`src/rtl/ptmr_pkg.sv`:
```
package ptmr_pkg;
    localparam int CTRL_W   = 26;
    localparam int PSW      = 12;
    localparam int B_RUN    = 0;
    localparam int B_RSTRT  = 1;
    localparam int B_CIE    = 2;
    localparam int B_RELOAD = 3;
    localparam int B_SRST   = 4;
    localparam int B_OVW    = 5;
    localparam int SRC_LO   = 10;
    localparam int PRE_LO   = 12;
    localparam logic [CTRL_W-1:0] KEEP_MASK = 26'h00003C3;

    typedef enum logic [2:0] {
        A_CTRL = 3'd0,
        A_STAT = 3'd1,
        A_LOAD = 3'd2,
        A_CMP  = 3'd3,
        A_CNT  = 3'd4
    } reg_addr_e;

    typedef enum logic [1:0] {
        SRC_OFF  = 2'd0,
        SRC_MAIN = 2'd1,
        SRC_FAST = 2'd2,
        SRC_SLOW = 2'd3
    } src_e;

    typedef enum logic {
        ST_HALT = 1'b0,
        ST_RUN  = 1'b1
    } run_st_e;
endpackage

```
`src/rtl/ptmr_regs.sv`:
```
module ptmr_regs
    import ptmr_pkg::*;
#(
    parameter int DW = 32,
    parameter int AW = 3
) (
    input  logic              clk,
    input  logic              rst_n,
    input  logic              sel,
    input  logic              we,
    input  logic [AW-1:0]     addr,
    input  logic [DW-1:0]     wdata,
    input  logic              cmp_hit,
    input  logic [DW-1:0]     cnt_val,
    output logic [DW-1:0]     rdata,
    output logic [CTRL_W-1:0] ctrl_q,
    output logic [CTRL_W-1:0] ctrl_d,
    output logic [DW-1:0]     load_q,
    output logic [DW-1:0]     cmp_q,
    output logic              flag_q,
    output logic              ctrl_wr,
    output logic              soft_rst,
    output logic              start_req,
    output logic              ovw_req
);
    localparam logic [AW-1:0] ADR_CTRL = AW'(A_CTRL);
    localparam logic [AW-1:0] ADR_STAT = AW'(A_STAT);
    localparam logic [AW-1:0] ADR_LOAD = AW'(A_LOAD);
    localparam logic [AW-1:0] ADR_CMP  = AW'(A_CMP);
    localparam logic [AW-1:0] ADR_CNT  = AW'(A_CNT);

    logic wr, stat_wr, load_wr, cmp_wr;
    logic [DW-1:0] rd_mux;

    assign wr      = sel && we;
    assign ctrl_wr = wr && (addr == ADR_CTRL);
    assign stat_wr = wr && (addr == ADR_STAT);
    assign load_wr = wr && (addr == ADR_LOAD);
    assign cmp_wr  = wr && (addr == ADR_CMP);

    assign soft_rst  = ctrl_wr && wdata[B_SRST];
    assign start_req = ctrl_wr && !soft_rst && wdata[B_RUN]
                       && !ctrl_q[B_RUN] && wdata[B_RSTRT];
    assign ovw_req   = load_wr && ctrl_q[B_OVW];

    always_comb begin
        if (!ctrl_wr)
            ctrl_d = ctrl_q;
        else if (soft_rst)
            ctrl_d = wdata[CTRL_W-1:0] & KEEP_MASK;
        else
            ctrl_d = wdata[CTRL_W-1:0];
    end

    always_comb begin
        unique case (addr)
            ADR_CTRL: rd_mux = DW'(ctrl_q);
            ADR_STAT: rd_mux = DW'(flag_q);
            ADR_LOAD: rd_mux = load_q;
            ADR_CMP:  rd_mux = cmp_q;
            ADR_CNT:  rd_mux = cnt_val;
            default:  rd_mux = '0;
        endcase
    end

    always_ff @(posedge clk or negedge rst_n) begin
        if (!rst_n) begin
            ctrl_q <= '0;
            load_q <= '1;
            cmp_q  <= '0;
            flag_q <= 1'b0;
            rdata  <= '0;
        end else begin
            ctrl_q <= ctrl_d;
            rdata  <= sel ? rd_mux : '0;
            if (soft_rst)
                load_q <= '1;
            else if (load_wr)
                load_q <= wdata;
            if (cmp_wr)
                cmp_q <= wdata;
            if (soft_rst)
                flag_q <= 1'b0;
            else if (cmp_hit)
                flag_q <= 1'b1;
            else if (stat_wr && wdata[0])
                flag_q <= 1'b0;
        end
    end
endmodule

```
`src/rtl/ptmr_presc.sv`:
```
module ptmr_presc
    import ptmr_pkg::*;
#(
    parameter int PW = PSW
) (
    input  logic          clk,
    input  logic          rst_n,
    input  logic          restart,
    input  logic          running,
    input  logic [1:0]    src,
    input  logic          fast_pulse,
    input  logic          slow_pulse,
    input  logic [PW-1:0] div,
    output logic          tick
);
    logic [PW-1:0] pcnt_q;
    logic pulse, at_end;

    always_comb begin
        unique case (src_e'(src))
            SRC_OFF:  pulse = 1'b0;
            SRC_MAIN: pulse = 1'b1;
            SRC_FAST: pulse = fast_pulse;
            SRC_SLOW: pulse = slow_pulse;
            default:  pulse = 1'b0;
        endcase
    end

    assign at_end = (pcnt_q == div);
    assign tick   = running && pulse && at_end && !restart;

    always_ff @(posedge clk or negedge rst_n) begin
        if (!rst_n)
            pcnt_q <= '0;
        else if (restart)
            pcnt_q <= '0;
        else if (running && pulse)
            pcnt_q <= at_end ? '0 : pcnt_q + 1'b1;
    end
endmodule

```
`src/rtl/ptmr_count.sv`:
```
module ptmr_count
    import ptmr_pkg::*;
#(
    parameter int DW = 32
) (
    input  logic          clk,
    input  logic          rst_n,
    input  logic          go_next,
    input  logic          tick,
    input  logic          reload_sel,
    input  logic          start_reload_sel,
    input  logic [DW-1:0] load_q,
    input  logic [DW-1:0] cmp_q,
    input  logic          soft_rst,
    input  logic          start_req,
    input  logic          ovw_req,
    input  logic [DW-1:0] ovw_val,
    output logic          running,
    output logic          cnt_force,
    output logic          cmp_hit,
    output logic [DW-1:0] cnt_q
);
    run_st_e st_q, st_d;
    logic [DW-1:0] dec_val;

    always_comb begin
        unique case (st_q)
            ST_HALT: st_d = go_next ? ST_RUN : ST_HALT;
            ST_RUN:  st_d = go_next ? ST_RUN : ST_HALT;
            default: st_d = ST_HALT;
        endcase
    end

    always_ff @(posedge clk or negedge rst_n) begin
        if (!rst_n)
            st_q <= ST_HALT;
        else
            st_q <= st_d;
    end

    assign running   = (st_q == ST_RUN);
    assign cnt_force = soft_rst || start_req || ovw_req;
    assign dec_val   = (cnt_q == '0) ? (reload_sel ? load_q : '1)
                                     : cnt_q - 1'b1;
    assign cmp_hit   = tick && !cnt_force && (dec_val == cmp_q);

    always_ff @(posedge clk or negedge rst_n) begin
        if (!rst_n)
            cnt_q <= '1;
        else if (soft_rst)
            cnt_q <= '1;
        else if (start_req)
            cnt_q <= start_reload_sel ? load_q : '1;
        else if (ovw_req)
            cnt_q <= ovw_val;
        else if (tick)
            cnt_q <= dec_val;
    end
endmodule

```
`src/rtl/ptmr_top.sv`:
```
module ptmr_top
    import ptmr_pkg::*;
#(
    parameter int DW = 32,
    parameter int AW = 3
) (
    input  logic          clk,
    input  logic          rst_n,
    input  logic          bus_sel,
    input  logic          bus_we,
    input  logic [AW-1:0] bus_addr,
    input  logic [DW-1:0] bus_wdata,
    output logic [DW-1:0] bus_rdata,
    input  logic          fast_pulse,
    input  logic          slow_pulse,
    output logic          irq
);
    logic [CTRL_W-1:0] ctrl_q, ctrl_d;
    logic [DW-1:0] load_q, cmp_q, cnt_q;
    logic flag_q, ctrl_wr, soft_rst, start_req, ovw_req;
    logic running, tick, cnt_force, cmp_hit, go_next;

    assign go_next = ctrl_d[B_RUN] && (ctrl_d[SRC_LO +: 2] != 2'b00);

    ptmr_regs #(.DW(DW), .AW(AW)) u_regs (
        .clk(clk), .rst_n(rst_n), .sel(bus_sel), .we(bus_we),
        .addr(bus_addr), .wdata(bus_wdata), .cmp_hit(cmp_hit),
        .cnt_val(cnt_q), .rdata(bus_rdata), .ctrl_q(ctrl_q),
        .ctrl_d(ctrl_d), .load_q(load_q), .cmp_q(cmp_q),
        .flag_q(flag_q), .ctrl_wr(ctrl_wr), .soft_rst(soft_rst),
        .start_req(start_req), .ovw_req(ovw_req)
    );

    ptmr_presc #(.PW(PSW)) u_presc (
        .clk(clk), .rst_n(rst_n), .restart(ctrl_wr), .running(running),
        .src(ctrl_q[SRC_LO +: 2]), .fast_pulse(fast_pulse),
        .slow_pulse(slow_pulse), .div(ctrl_q[PRE_LO +: PSW]), .tick(tick)
    );

    ptmr_count #(.DW(DW)) u_count (
        .clk(clk), .rst_n(rst_n), .go_next(go_next), .tick(tick),
        .reload_sel(ctrl_q[B_RELOAD]),
        .start_reload_sel(bus_wdata[B_RELOAD]),
        .load_q(load_q), .cmp_q(cmp_q), .soft_rst(soft_rst),
        .start_req(start_req), .ovw_req(ovw_req), .ovw_val(bus_wdata),
        .running(running), .cnt_force(cnt_force), .cmp_hit(cmp_hit),
        .cnt_q(cnt_q)
    );

    assign irq = flag_q && ctrl_q[B_CIE] && ctrl_q[B_RUN];
endmodule

```
`config.mk`:
```
export PLATFORM = sky130hd
export DESIGN_NAME = ptmr_top
export DESIGN_NICKNAME = d
export VERILOG_FILES = /design/src/rtl/ptmr_pkg.sv /design/src/rtl/ptmr_regs.sv /design/src/rtl/ptmr_presc.sv /design/src/rtl/ptmr_count.sv /design/src/rtl/ptmr_top.sv
export SDC_FILE = /design/constraint.sdc
export NUM_CORES = 1
export LEC_CHECK = 0
export BUFFER_PORTS_ARGS = -buffer_cell sky130_fd_sc_hd__buf_2
export CORE_MARGIN = 2
export CORE_UTILIZATION = 57
export CTS_BUF_LIST = sky130_fd_sc_hd__clkbuf_8
export DETAILED_ROUTE_END_ITERATION = 10
export PLACE_DENSITY = 0.76
export SKIP_LAST_GASP = 1
export SYNTH_ARGS = -nofsm -noshare
export SYNTH_HDL_FRONTEND = slang
export SYNTH_SLANG_ARGS = --single-unit
```
`constraint.sdc`:
```
create_clock -name clk -period 3 [get_ports clk]
set_clock_uncertainty 0.05 [all_clocks]
set_input_delay 0.3 -clock clk [delete_from_list [all_inputs] [get_ports clk]]
set_output_delay 0.3 -clock clk [all_outputs]
set_load 0.01 [all_outputs]
```
==> results of run 1 <==
-- per-layer routing --
| layer | GRT usage, % | share of wire (%) |
|---|---|---|
| met3 | 8.08 | 8.7 |
| met4 | 14.9 | 3.1 |
| met2 | 56.1 | 47 |
| met1 | 48.9 | 41 |
| met5 | 0 | 0 |
-- synthesized netlist by cell type (all sizes together) (3+ instances only) --
| cell | instances |
|---|---|
| o211ai | 5 |
| a21oi | 77 |
| and2 | 5 |
| o22ai | 6 |
| mux2 | 30 |
| nor3 | 29 |
| o22a | 22 |
| nor2b | 3 |
| o21a | 5 |
| nor2 | 74 |
| or4 | 6 |
| nand4 | 11 |
| clkbuf | 72 |
| nand3b | 27 |
| buf | 13 |
| nand4b | 6 |
| o41ai | 3 |
| dfstp | 64 |
| and3 | 10 |
| o21ai | 52 |
| mux2i | 18 |
| inv | 10 |
| or2 | 5 |
| dfrtp | 104 |
| a22oi | 52 |
| a211oi | 8 |
| nand2 | 167 |
| a31oi | 11 |
| xor2 | 20 |
| nor3b | 28 |
| xnor2 | 28 |
| o31a | 6 |
| nand2b | 11 |
| nor4 | 19 |
| nand3 | 51 |
| ha | 3 |
| or3 | 11 |
-- through the flow --
stage,TNS (ns),util [%],std cells
2_1_floorplan,0,-,1098
3_3_place_gp,-0.280,63.3,1390
3_5_place_dp,-0.355,63.3,1390
4_1_cts,0,66.5,1431
5_1_grt,-0.0734,67.5,1434
6_report,0,67.5,1434
-- power by group --
group	internal [mW]	switching (mW)	total (mW)
Combinational	1.52	1.62	3.14
Sequential	3.04	0.732	3.77
Clock	0.852	0.913	1.76
Total	5.41	3.27	8.68
-- how the worst max path moves through the flow --
stage / from / endpoint / slack, ns
floorplan: u_count.cnt_q[4] / u_regs.flag_q / 0.18
global placement: u_count.cnt_q[26] / u_regs.flag_q / -0.28
detailed placement: u_count.cnt_q[26] / u_regs.flag_q / -0.36
CTS: u_count.cnt_q[21] / u_regs.flag_q / 0.001
global route: u_count.cnt_q[21] / u_regs.flag_q / -0.07
finish: u_count.cnt_q[21] / u_regs.flag_q / 0.08
-- timing repair --
action / CTS / global route
gates resized for setup: 5 / 24
pin swaps: 2 / 8
endpoints found under the setup margin: 1 / 2
hold endpoints to repair: 55 / 0
setup buffers: 1 / 3
cloned: 1 / 0
hold buffers: 7 / 0
-- final cells by class --
cell class / count / share of cell area (%)
flip-flops and latches: 168 / 37.2
repair buffers: 163 / 9.83
inverters: 10 / 0.326
clock buffers: 18 / 2.15
clock inverters: 14 / 1.50
multi-input cells: 836 / 46.5
well taps: 225 / 2.45
-- sequential cells by signal (all words and copies together), names as in the netlist --
signal,flops
u_regs.cmp_q,32
u_count.running,1
u_regs.flag_q,1
u_count.cnt_q,32
u_regs.ctrl_q,26
u_regs.rdata,32
u_regs.load_q,32
u_presc.pcnt_q,12
-- logic make-up (layout without fill, tap and decap cells) --
| kind of cell | count (synthesis) | after routing |
|---|---|---|
| muxes | 48 | 48 |
| AOI/OAI and AO/OA | 267 | 267 |
| DFF | 168 | 168 |
| buffers and inverters | 95 | 205 |
| and+or+nand+nor | 465 | 466 |
| adders and majority gates | 3 | 3 |
| xor gates and xnor gates | 52 | 52 |
-- worst register-to-register path: stages, from the launching register on --
cell,delay (ns)
dfstp_2,0.41
nor4_4,0.32
nand3_2,0.12
or4_4,0.63
buf_4,0.20
or3_1,0.30
o21ai_0,0.14
xor2_1,0.30
nand4b_1,0.15
o31ai_1,0.23
==> impl_summary.txt, run 1 <==
----------------------------------------------------
[Clocking]
  Worst-Skew Late Latency ... about 0.5 ns
  Clock tree from TritonCTS ... done
  Total CTS buffers ... 17
  Max H-tree Level ... 4
  CTS Sinks ... between 150 and 200
  Maximum clock insertion buffer count ... 2
  Clock transition at the register clock pins on the worst setup and hold paths after CTS ... ~0.090 ns
  Clock root buffer master ... clkbuf_8

[Timing]
  Worst Hold Slack ... 0.0196 ns
  Minimum clock period after layout ... roughly 3 ns
  Worst-margin pin slew ... 0.810 ns
  Achievable frequency ... 0.343 GHz
  Final count of negative-setup-slack endpoints ... 0
  Unrepaired setup endpoints after global routing ... yes
  Least setup slack across all paths after layout ... 0.0811 ns
  Slew Viols, Final ... 0
  Final hold violation count ... 0
  Slew headroom ... between 40% and 50%
  Final worst-path cycle share ... a little over nine tenths

[Logic synthesis]
  Proportion of synthesized flip-flops having asynchronous set or reset ... between 90% and 100%
  Number of synthesized flops with an enable pin ... 0
  Share of the synthesized area in the top cell type ... a little over a quarter
  Post-synthesis area per instance ... between 8 and 9 sq um
  Prevailing post-synth register cell ... dfrtp_1
  XOR/XNOR share of the synthesized area ... about 5.2%
  Post-Syn Nets ... 1142
  Cell type with the largest total area after synthesis ... dfrtp_1
  Simple-gate area share of the yosys netlist ... a little under a quarter
  Seq/Total Area, Yosys ... 43.6%
  Compound-cell area share of the yosys netlist ... ~18%
  Dominant combinational cell family by area after synthesis ... simple AND/OR/NAND/NOR gates
  Post-synthesis share of cell area spent on full adders, half adders and majority gates ... 0.382%
  Unique cell type count in the Yosys netlist ... just under 70
  Share of synthesized area spent on multiplexers ... roughly 5.3%
  Area of the mapped netlist ... around 9800 sq um
  Top area cells in the synthesized netlist ... dfrtp_1 26%, dfstp_2 17%, nand2_1 6.3%, a22oi_1 4.0%, a21oi_1 3.9%
  Yosys warning count ... 0
  Number of register bits inferred by synthesis ... roughly 170
  Number of instances in the synthesized netlist ... roughly 1100

[Floorplanning]
  Die area ... around 18000 sq um
  Placement Rows ... 48
  Horizontal die dimension ... 135 um
  Effective utilization at floorplan ... between 50 and 60%
  Vertical extent of the die ... between 100 and 150 um
  Placeable Area ... ~17000 sq um
  Top-Level Pins ... 74

[Global routing]
  Largest net degree at the start of global routing ... 84
  Via count of the first global-routing pass ... 8999
  First-pass GRT wire length ... slightly above 50000 um
  Total routing resource utilization after global routing ... around 36%
  Overall overflow remaining after global route ... 0
  Initial antenna violation count ... 0

[Run]
  Maxcap violations ... 0

[Setup path]
  Required time reported for the critical path endpoint ... 3.34 ns
  Max Fanout on Critical Path ... 7
  Critical R2R Capture ... u_regs.flag_q
  Setup CP Type ... flop to flop
  Count of cell instances traversed by the critical path ... 9
  Worst-path cell with the longest stage delay ... or4_4
  Critical path startpoint category ... flop
  Register-to-register path setup slack ... roughly 0.08 ns
  Ordered list of cells on the worst path ... nor4_4, nand3_2, or4_4, buf_4, or3_1, o21ai_0, xor2_1, nand4b_1, o31ai_1
  FF-to-FF path depth ... 9
  Highest cell delay on the worst timing path ... around 0.63 ns
  Setup crit end kind ... flop
  CP delay by family, top ... simple AND/OR/NAND/NOR gates
  WP buf/inv ... 1
  Startpoint of the most critical register-to-register path ... u_count.cnt_q[21]
  Endpoint arrival time on the critical path ... about 3.3 ns

[Status]
  Result of the run ... completed

[Layout]
  Multi-input gate area in the final layout ... 5360 sq um
  Signed area change from the synthesized netlist to the final layout ... 17.1%
  Total area of sequential cells ... 4280 sq um
  Proportion of layout cells with a drive suffix above 1 ... 26.7%
  Fillcell total ... around 1400
  Final #Nets ... roughly 1200
  N_diodes ... 0
  Commonest non-fill, non-tap cells in the layout ... 166 x nand2_1, 104 x dfrtp_1, 77 x a21oi_1, 77 x buf_4
  Design Area, Final ... around 12000 sq um
  Most common cell after layout, fill and taps aside ... nand2_1

[Place]
  Number of port buffers ... 73
  Post-placement cell area ... 10800 sq um
  HPWL after detailed placement ... 21800 um
  Final weighted congestion in routability-driven placement ... slightly below 1
  Setup Slack @ Placement ... -0.355 ns

[Routing]
  Antenna-violating nets left ... 0
  Routed vias ... 9229
  Detailed Route WL ... roughly 32000 um
  Average vias per placed instance ... roughly 6.4
  Drt drc ... 0
  Detailed-route wire length per cell ... ~22 um
  Pre-Repair DR Iteration Count ... 5
  Initial detailed-routing violation count ... around 900

[Power]
  Worst IR drop on VDD ... ~0.55 mV
  Post-route total power ... just under 9 mW
  Cell leakage power ... 4.86 nW
  Power per Cell Area ... roughly 750 nW/um^2

[Worst hold path]
  Worst hold path class ... primary input to flop
  Worst hold path endpoint ... u_regs.load_q[25]
  Startpoint of the tightest hold check path ... bus_wdata[25]
  Number of cells on the worst hold path ... 3

----------------------------------------------------
(Power assumes the default switching activity.)
==> inputs of run 2 (changes only) <==
SETUP_SLACK_MARGIN = 0.15   (was unset)
==> impl_summary.txt, run 2 (synthesis results as in run 1) <==
----------------------------------------------------
[Global routing]
  Initial antenna violation count ... 0 (unchanged)
  Total routing resource utilization after global routing ... 36.4% (+0.37 points)
  Overall overflow remaining after global route ... 0 (unchanged)
  First-pass GRT wire length ... 51000 um (+1.0%)
  Largest net degree at the start of global routing ... 84 (unchanged)
  Via count of the first global-routing pass ... 9105 (+1.2%)

[Power]
  Post-route total power ... 8.71 mW (+0.32%)
  Power per Cell Area ... 753 nW/um^2 (about the same)
  Cell leakage power ... 4.88 nW (+0.39%)
  Worst IR drop on VDD ... 0.549 mV (about the same)

[Setup path]
  Endpoint arrival time on the critical path ... 3.24 ns (-0.02 ns)
  Required time reported for the critical path endpoint ... 3.34 ns (about the same)
  Critical path startpoint category ... flop
  Setup crit end kind ... flop
  Setup CP Type ... flop to flop
  Highest cell delay on the worst timing path ... 0.51 ns (-0.12 ns)
  WP buf/inv ... 1 (unchanged)
  CP delay by family, top ... simple AND/OR/NAND/NOR gates
  Ordered list of cells on the worst path ... nor4_4, nand3b_1, buf_4, or4_4, or3_1, a31o_1, nor4_2, nand4_1, o31ai_1
  Max Fanout on Critical Path ... 5 (-2)
  Worst-path cell with the longest stage delay ... or4_4

[Routing]
  Routed vias ... 9330 (+1.1%)
  Pre-Repair DR Iteration Count ... 5 (unchanged)
  Drt drc ... 0 (unchanged)
  Average vias per placed instance ... 6.49 (+0.88%)
  Initial detailed-routing violation count ... 995 (+11%)
  Detailed Route WL ... 32300 um (+0.71%)
  Detailed-route wire length per cell ... 22.5 um (+0.50%)
  Antenna-violating nets left ... 0 (unchanged)

[Timing]
  Final count of negative-setup-slack endpoints ... 0 (unchanged)
  Minimum clock period after layout ... 2.90 ns (-0.0190 ns)
  Slew headroom ... 45.3% (-0.65 points)
  Final worst-path cycle share ... 96.7% (-0.63 points)
  Worst-margin pin slew ... 0.810 ns (-0.000503 ns)
  Slew Viols, Final ... 0 (unchanged)
  Final hold violation count ... 0 (unchanged)
  Achievable frequency ... 0.345 GHz (+0.65%)
  Unrepaired setup endpoints after global routing ... yes
  Final sum of negative setup slack ... 0 ns (unchanged)
  Worst Hold Slack ... 0.0163 ns (-0.00334 ns)

[Clocking]
  CTS Sinks ... 168 (unchanged)
  Max H-tree Level ... 4 (unchanged)
  Clock transition at the register clock pins on the worst setup and hold paths after CTS ... 0.09 ns (about the same)
  Worst-Skew Late Latency ... 0.49 ns (about the same)
  Total CTS buffers ... 17 (unchanged)
  Clock tree from TritonCTS ... done
  Clock root buffer master ... clkbuf_8
  Maximum clock insertion buffer count ... 2 (unchanged)

[Layout]
  Final non-filler cell total ... 1437 (+0.21%)
  Signed area change from the synthesized netlist to the final layout ... 17.5%
  Most common cell after layout, fill and taps aside ... nand2_1
  N_diodes ... 0 (unchanged)
  Final #Nets ... 1243 (+0.24%)
  Commonest non-fill, non-tap cells in the layout ... 166 x nand2_1, 104 x dfrtp_1, 79 x buf_4, 77 x a21oi_1
  Proportion of layout cells with a drive suffix above 1 ... 27.2% (+0.51 points)
  Final cell utilization of the core ... 67.7% (+0.26 points)
  Fillcell total ... 1431 (+0.14%)

[Floorplanning]
  Placement Rows ... 48 (unchanged)
  Vertical extent of the die ... 135 um (unchanged)
  Horizontal die dimension ... 135 um (unchanged)
  Placeable Area ... 17100 sq um (unchanged)
  Top-Level Pins ... 74 (unchanged)
  Effective utilization at floorplan ... 57.6% (unchanged)
  Die area ... 18300 sq um (unchanged)

[Place]
  Number of port buffers ... 73 (unchanged)
  Final weighted congestion in routability-driven placement ... 0.966 (unchanged)
  Post-placement cell count ... 1390 (unchanged)
  HPWL after detailed placement ... 21800 um (unchanged)

[Run]
  Maxcap violations ... 0 (unchanged)

[Status]
  Result of the run ... completed

[Worst hold path]
  Worst hold path class ... primary input to flop

----------------------------------------------------
## run 2: report_power, final
group	internal (mW)	switching, mW	total, mW
clock	0.851	0.904	1.76
combinational	1.53	1.63	3.15
sequential	3.04	0.752	3.79
total	5.42	3.28	8.71
## run 2: path summary, 6_finish.rpt
| path | from | end | slack, ns | cells after the start |
|---|---|---|---|---|
| max in group asynchronous | rst_n | u_regs.load_q[17] | 1.64 | 3 |
| worst max register to register | u_count.cnt_q[12] | u_regs.flag_q | 0.10 | 9 |
| worst min-delay path | bus_wdata[8] | u_regs.ctrl_q[8] | 0.02 | 3 |
| worst min register to register | u_regs.ctrl_q[25] | u_regs.ctrl_q[25] | 0.42 | 2 |
| min in group asynchronous | rst_n | u_regs.rdata[8] | 0.37 | 2 |
| worst max-delay path | u_count.cnt_q[12] | u_regs.flag_q | 0.10 | 9 |
## run 2: cell type report
class / count / area (sq um) / area share (%)
multi-input cells: 837 / 5390 / 46.7
flip-flops and latches: 168 / 4280 / 37.1
repair buffers: 165 / 1140 / 9.84
well taps: 225 / 282 / 2.44
clock buffers: 18 / 248 / 2.14
clock inverters: 14 / 173 / 1.49
inverters: 10 / 37.5 / 0.325
## run 2: timing repair
action	4_1_cts	5_1_grt
pin swaps	8	6
buffers inserted	4	2
resized for setup	20	18
hold buffers	7	0
endpoints found under the hold margin	55	0
setup endpoints to repair	1	4
cloned	2	0
## run 2: layer usage
| metal | part of all wire (%) | global-route usage, % | up-vias | wire length (um) |
|---|---|---|---|---|
| li1 | - | - | 4167 | - |
| met1 | 42 | 49.2 | 4557 | 13500 |
| met2 | 46 | 56.2 | 499 | 14900 |
| met3 | 8.3 | 8.42 | 107 | 2680 |
| met4 | 3.8 | 15.9 | 0 | 1230 |
| met5 | 0 | 0 | - | 0 |
## run 2: per-stage QoR
| stage | instance area (sq um) | setup slack (ns) |
|---|---|---|
| 3_3_place_gp | 10800 | -0.280 |
| 6_report | 11600 | 0.100 |
| 3_5_place_dp | 10800 | -0.355 |
| 5_1_grt | 11600 | -0.0554 |
| 2_1_floorplan | 9830 | 0.177 |
| 4_1_cts | 11400 | 0.0972 |
## run 2: tightest hold or removal path: cells and delay by family
| family | cells | cell delay (ns) |
|---|---|---|
| simple gates | 2 | 0.10 |
| buf+inv | 1 | 0.12 |
